--- src/rtl/zcm_pkg.sv ---
package zcm_pkg;

    // Zero-cross state of one output side
    typedef enum logic {
        CH_PLAY   = 1'b0,
        CH_SILENT = 1'b1
    } ch_state_e;

    // Sources that silence every output without waiting for a crossing
    typedef struct packed {
        logic pin;
        logic imm;
        logic nosrc;
    } force_src_t;

    function automatic logic force_active(input force_src_t f);
        return f.pin | f.imm | f.nosrc;
    endfunction

endpackage

--- src/rtl/zcm_force_gen.sv ---
module zcm_force_gen
    import zcm_pkg::*;
#(
    parameter int NUM_SRC = 3
) (
    input  logic               hw_mute_n,
    input  logic               imm_mute,
    input  logic [NUM_SRC-1:0] src_sel,
    output force_src_t         srcs_o,
    output logic               force_o
);

    always_comb begin
        srcs_o.pin   = ~hw_mute_n;
        srcs_o.imm   = imm_mute;
        srcs_o.nosrc = ~|src_sel;
        force_o      = force_active(srcs_o);
    end

endmodule

--- src/rtl/zcm_chan_track.sv ---
module zcm_chan_track
    import zcm_pkg::*;
(
    input  logic      clk,
    input  logic      rst,
    input  logic      force_i,
    input  ch_state_e req_i,
    input  logic      pulse_i,
    output ch_state_e state_o,
    output ch_state_e state_nxt_o,
    output logic      mute_o
);

    ch_state_e state_q;
    logic      mute_q;

    // The side's state moves only at its own crossing strobe
    always_comb begin
        state_nxt_o = pulse_i ? req_i : state_q;
    end

    always_ff @(posedge clk) begin
        if (rst) begin
            state_q <= CH_PLAY;
            mute_q  <= 1'b0;
        end else begin
            state_q <= state_nxt_o;
            mute_q  <= force_i | (state_nxt_o == CH_SILENT);
        end
    end

    assign state_o = state_q;
    assign mute_o  = mute_q;

    // a crossing under an active request silences this side
    p_zc_mute_r4: assert property (@(posedge clk) disable iff (rst)
        (pulse_i && req_i == CH_SILENT) |=> mute_o);

    // a crossing under a withdrawn request restores this side
    p_zc_unmute_r5: assert property (@(posedge clk) disable iff (rst)
        (pulse_i && req_i == CH_PLAY && !force_i) |=> !mute_o);

    // without a crossing the side keeps its state
    p_zc_hold_r7: assert property (@(posedge clk) disable iff (rst)
        !pulse_i |=> $stable(state_q));

    // a crossing lands on the latest request
    p_zc_retarget_r7: assert property (@(posedge clk) disable iff (rst)
        pulse_i |=> (state_q == $past(req_i)));

endmodule

--- src/rtl/zcm_status.sv ---
module zcm_status #(
    parameter int NUM_CH = 2
) (
    input  logic              clk,
    input  logic              rst,
    input  logic              req_i,
    input  logic [NUM_CH-1:0] silent_nxt_i,
    input  logic [NUM_CH-1:0] silent_q_i,
    output logic              zcs_o
);

    logic all_match;
    logic zcs_q;

    always_comb begin
        all_match = req_i ? (&silent_nxt_i) : ~|silent_nxt_i;
    end

    always_ff @(posedge clk) begin
        if (rst) begin
            zcs_q <= 1'b0;
        end else if (all_match) begin
            zcs_q <= req_i;
        end
    end

    assign zcs_o = zcs_q;

    // status rises only with every side silent
    p_zcs_rise_r6: assert property (@(posedge clk) disable iff (rst)
        $rose(zcs_o) |-> (&silent_q_i));

    // status falls only with every side restored
    p_zcs_fall_r6: assert property (@(posedge clk) disable iff (rst)
        $fell(zcs_o) |-> (~|silent_q_i));

    // status holds while the sides disagree
    p_zcs_mixed_r7: assert property (@(posedge clk) disable iff (rst)
        (|silent_q_i && !(&silent_q_i)) |-> $stable(zcs_o));

endmodule

--- src/rtl/zc_mute_arbiter.sv ---
module zc_mute_arbiter
    import zcm_pkg::*;
#(
    parameter int NUM_CH  = 2,
    parameter int NUM_SRC = 3
) (
    input  logic               clk,
    input  logic               rst,
    input  logic               hw_mute_n,
    input  logic               imm_mute,
    input  logic               zc_mute,
    input  logic [NUM_SRC-1:0] src_sel,
    input  logic [NUM_CH-1:0]  zc_pulse,
    output logic [NUM_CH-1:0]  ch_mute,
    output logic               zcs
);

    localparam logic [NUM_CH-1:0] ALL_MUTED = {NUM_CH{1'b1}};

    force_src_t        srcs;
    logic              force_any;
    ch_state_e         req;
    logic [NUM_CH-1:0] silent_q;
    logic [NUM_CH-1:0] silent_nxt;

    assign req = zc_mute ? CH_SILENT : CH_PLAY;

    zcm_force_gen #(.NUM_SRC(NUM_SRC)) u_force (
        .hw_mute_n (hw_mute_n),
        .imm_mute  (imm_mute),
        .src_sel   (src_sel),
        .srcs_o    (srcs),
        .force_o   (force_any)
    );

    for (genvar c = 0; c < NUM_CH; c++) begin : g_chan
        ch_state_e st_q;
        ch_state_e st_nxt;

        zcm_chan_track u_track (
            .clk         (clk),
            .rst         (rst),
            .force_i     (force_any),
            .req_i       (req),
            .pulse_i     (zc_pulse[c]),
            .state_o     (st_q),
            .state_nxt_o (st_nxt),
            .mute_o      (ch_mute[c])
        );

        assign silent_q[c]   = (st_q == CH_SILENT);
        assign silent_nxt[c] = (st_nxt == CH_SILENT);
    end

    zcm_status #(.NUM_CH(NUM_CH)) u_status (
        .clk          (clk),
        .rst          (rst),
        .req_i        (zc_mute),
        .silent_nxt_i (silent_nxt),
        .silent_q_i   (silent_q),
        .zcs_o        (zcs)
    );

    // hardware pin silences every side next cycle
    p_pin_mute_r1: assert property (@(posedge clk) disable iff (rst)
        !hw_mute_n |=> (ch_mute == ALL_MUTED));

    // immediate flag silences every side next cycle
    p_imm_mute_r2: assert property (@(posedge clk) disable iff (rst)
        imm_mute |=> (ch_mute == ALL_MUTED));

    // no source selected silences every side
    p_no_source_r3: assert property (@(posedge clk) disable iff (rst)
        (src_sel == '0) |=> (ch_mute == ALL_MUTED));

    // reset clears outputs and status
    p_reset_r8: assert property (@(posedge clk)
        rst |=> (ch_mute == '0 && !zcs));

    // without forcing, each output follows its side's state
    p_follow_r9: assert property (@(posedge clk) disable iff (rst)
        (!force_any && !$past(force_any)) |-> (ch_mute == silent_q));

    // the forcing flags reach the arbiter unmodified
    p_force_map_r1: assert property (@(posedge clk)
        (srcs.pin == !hw_mute_n) && (srcs.imm == imm_mute));

endmodule

--- config.mk ---
export PLATFORM = sky130hd
export DESIGN_NAME = zc_mute_arbiter
export DESIGN_NICKNAME = d
export VERILOG_FILES = /design/src/rtl/zcm_pkg.sv /design/src/rtl/zcm_force_gen.sv /design/src/rtl/zcm_chan_track.sv /design/src/rtl/zcm_status.sv /design/src/rtl/zc_mute_arbiter.sv
export SDC_FILE = /design/constraint.sdc
export NUM_CORES = 1
export LEC_CHECK = 0
export BUFFER_PORTS_ARGS = -buffer_cell sky130_fd_sc_hd__buf_2
export CAP_MARGIN = 25
export CORE_AREA = 2 2 39 41
export CTS_BUF_LIST = sky130_fd_sc_hd__clkbuf_2 sky130_fd_sc_hd__clkbuf_4 sky130_fd_sc_hd__clkbuf_8
export DETAILED_ROUTE_END_ITERATION = 12
export DIE_AREA = 0 0 41 43
export MAX_ROUTING_LAYER = met4
export PLACE_DENSITY = 0.37
export SETUP_SLACK_MARGIN = 0.2
export SKIP_CTS_REPAIR_TIMING = 1
export SLEW_MARGIN = 10
export SYNTH_ARGS = -nofsm -noshare
export SYNTH_HDL_FRONTEND = slang
export SYNTH_SLANG_ARGS = --single-unit
export TNS_END_PERCENT = 50
--- constraint.sdc ---
create_clock -name clk -period 1.4 [get_ports clk]
set_input_delay 0.14 -clock clk [delete_from_list [all_inputs] [get_ports clk]]
set_output_delay 0.14 -clock clk [all_outputs]
set_load 0.01 [all_outputs]
==> impl_summary.txt <==
----------------------------------------------------
[Timing]
  Setup repair after global routing missed its margin ... no
  Final count of pins violating max slew ... 0
  Part of the cycle the worst path needs ... between 60% and 70%
  Tightest slew margin relative to the limit ... between 80% and 90%
  Endpoints failing setup ... 0
  Final hold violation count ... 0
  Slew @ Worst Pin ... between 150 and 200 ps
  Final Hold Slack ... just under 100 ps
  Accumulated negative setup slack ... 0 ps
  Shortest period the worst path allows ... around 900 ps
  Worst setup skew after layout ... about 4.3 ps
  Max Clock Freq ... 1080 MHz

[Power and ir drop]
  Areal power density over the cells ... 1280 nW/µm²
  Leakage power ... approximately 0.15 nW
  VDD IR max ... 0.256 mV

[Layout]
  Final Net Count ... 46
  Sequential cell area ... around 100 µm²
  Post-layout util ... 21.7%
  Layout cell share with drive strength beyond 1 ... between 40% and 50%
  Area grow syn2layout ... 46.3%
  Number of filler instances in the final layout ... 155
  Area of the multi-input gates ... 86.3 µm²
  Ant. Diodes ... 0

[Setup path]
  Required time of the critical path ... roughly 1500 ps
  Critical path fanouts, max ... 3
  Cell chain of the critical path ... mux2i_1 -> nor2_1 -> or2_2
  Crit-path slowest cell ... sky130_fd_sc_hd__dfxtp_1
  Critical path class ... reg -> reg
  Family with the most delay on the worst path ... simple AND/OR/NAND/NOR gates
  Crit path capture type ... register
  Largest stage delay on the critical path ... between 300 and 400 ps
  Sum of buffers and inverters on the critical path ... 0
  CP startpoint kind ... register
  Arrival @ worst endpoint ... 1040 ps

[Logic synthesis]
  Mapped Area ... about 210 µm²
  Synth cell types ... 13
  Largest area contributor in the netlist ... sky130_fd_sc_hd__dfxtp_1
  Sequential share of the synthesized area ... just under 50%
  Gate count of the mapped netlist ... 21
  Fraction of post-synthesis cell area in the top cell type by area ... between 40 and 50%
  Average size of a mapped cell ... between 9 and 10 µm²
  Post-Synthesis Net Count ... 31
  Yosys warning total ... 0
  Synth top area cells ... sky130_fd_sc_hd__dfxtp_1 (49%), sky130_fd_sc_hd__mux2i_1 (9.8%), sky130_fd_sc_hd__buf_4 (7.3%)
  Register bit total from synthesis ... 5

[Hold path]
  Class of the tightest hold or removal check ... in -> reg

[Floorplan]
  Initial Utilization ... about 15%
  I/O pin count ... 13
  Core outline area ... 1380 µm²
  Vertical extent of the die ... roughly 43 µm
  Die area ... approximately 1800 µm²
  Die boundary width ... 41 µm
  Placement Rows ... 14

[GRT]
  Total global-route track usage ... under 10%
  Number of global-route vias before repair ... 220
  Global-route wire length before repair ... 710 µm
  Total global routing overflow ... 0
  Pin count of the biggest net entering global routing ... 5
  Initial antenna violation count ... 0

[Route]
  Sum of routed wire length over all layers ... around 420 µm
  Drt initial violations ... 0
  Wire length per cell after detailed routing ... 8.16 µm
  Via-to-Cell Ratio ... around 3.8
  First-pass iteration count of the detailed router ... 1
  ANT nets after route ... 0
  Remaining design rule violation count ... 0
  Routed via count ... roughly 190

[Clock tree]
  Number of buffers added by the clock tree synthesis step ... 3
  Number of clock sinks ... 5
  TritonCTS clock tree ... yes
  Clock latency on the worst-skew pair ... around 240 ps
  Clock root buffer master ... sky130_fd_sc_hd__clkbuf_4
  H-tree Lvls ... 1
  Longest Clk Path Bufs ... 2
  Clock transition at path regs ... around 40 ps

[Place]
  Count of buffers inserted at the top-level ports ... 12
  Placer's final routability congestion estimate ... roughly 0.64

[Run status]
  Status ... complete, no violations

[Job]
  Max-Cap Viols ... 0

----------------------------------------------------
-- cell families (layout without fill, tap and decap cells) --
family                 after synthesis  in the layout  synth area share [%]
AOI/OAI and AO/OA                    4              4                  13.4
DFF                                  5              5                  48.8
and+or+nand+nor                      7              7                  18.9
buffers and inverters                3             17                  9.14
muxes                                2              2                  9.76
-- stage by stage --
stage                     std cells  cell area (µm²)  total power [W]  setup slack [ps]
after floorplan                  21              205         0.000186               549
after global routing             51              300         0.000406               419
final                            51              300         0.000385               477
after detailed placement         47              270         0.000204               419
after CTS                        51              300         0.000398               464
after global placement           47              270         0.000203               431
-- routing by layer --
metal  GRT usage, %  wire (µm)
met3           1.57         20
met2           10.3        252
met1           4.19        142
met5              -          0
met4           12.0          0
-- synthesized netlist by cell type, drive strengths merged --
master,instances
dfxtp,5
buf,2
mux2i,2
nor2,2
nor2b,2
or2,2
a21oi,1
a31oi,1
inv,1
o221ai,1
o31ai,1
or3,1
-- worst paths after layout --
| kind | start | end | slack, ps | cells past startpoint |
|---|---|---|---|---|
| worst min register to register | u_status.zcs_o | u_status.zcs_o | 470 | 2 |
| worst max-delay path | g_chan[1].u_track.state_o | g_chan[1].u_track.mute_o | 480 | 3 |
| worst min-delay path | rst | u_status.zcs_o | 100 | 2 |
| worst max register to register | g_chan[1].u_track.state_o | g_chan[1].u_track.mute_o | 480 | 3 |
-- where the power goes --
group          switching, W  internal, W  leakage [nW]   total, W
Clock             0.0000573     0.000127        0.0184   0.000184
Combinational     0.0000195    0.0000240        0.0888  0.0000435
Sequential       0.00000369     0.000153        0.0416   0.000157
Total             0.0000805     0.000304         0.149   0.000385
-- flip-flops by register name, indices dropped and copies added, names as in the netlist --
name                    count
g_chan.u_track.mute_o       2
g_chan.u_track.state_o      2
u_status.zcs_o              1
-- cell usage in the layout (no fill, tap or decap) --
master                     count
sky130_fd_sc_hd__clkbuf_4      4
sky130_fd_sc_hd__nor2_1        2
sky130_fd_sc_hd__o31ai_1       1
sky130_fd_sc_hd__or2_1         1
sky130_fd_sc_hd__or3_1         1
sky130_fd_sc_hd__o221ai_1      1
sky130_fd_sc_hd__or2_2         1
sky130_fd_sc_hd__buf_2        12
sky130_fd_sc_hd__a31oi_1       1
sky130_fd_sc_hd__a21oi_1       1
sky130_fd_sc_hd__mux2i_1       2
sky130_fd_sc_hd__inv_1         1
sky130_fd_sc_hd__nor2b_1       2
sky130_fd_sc_hd__dfxtp_1       5
-- area by class of cell --
type	count	area share, %
clock buffer	4	10.0
tap	16	6.67
timing repair buffer	12	20.0
sequential	5	33.3
multi-input combinational	13	28.8
inverter	1	1.25
Power figures use the tool's default switching activity.
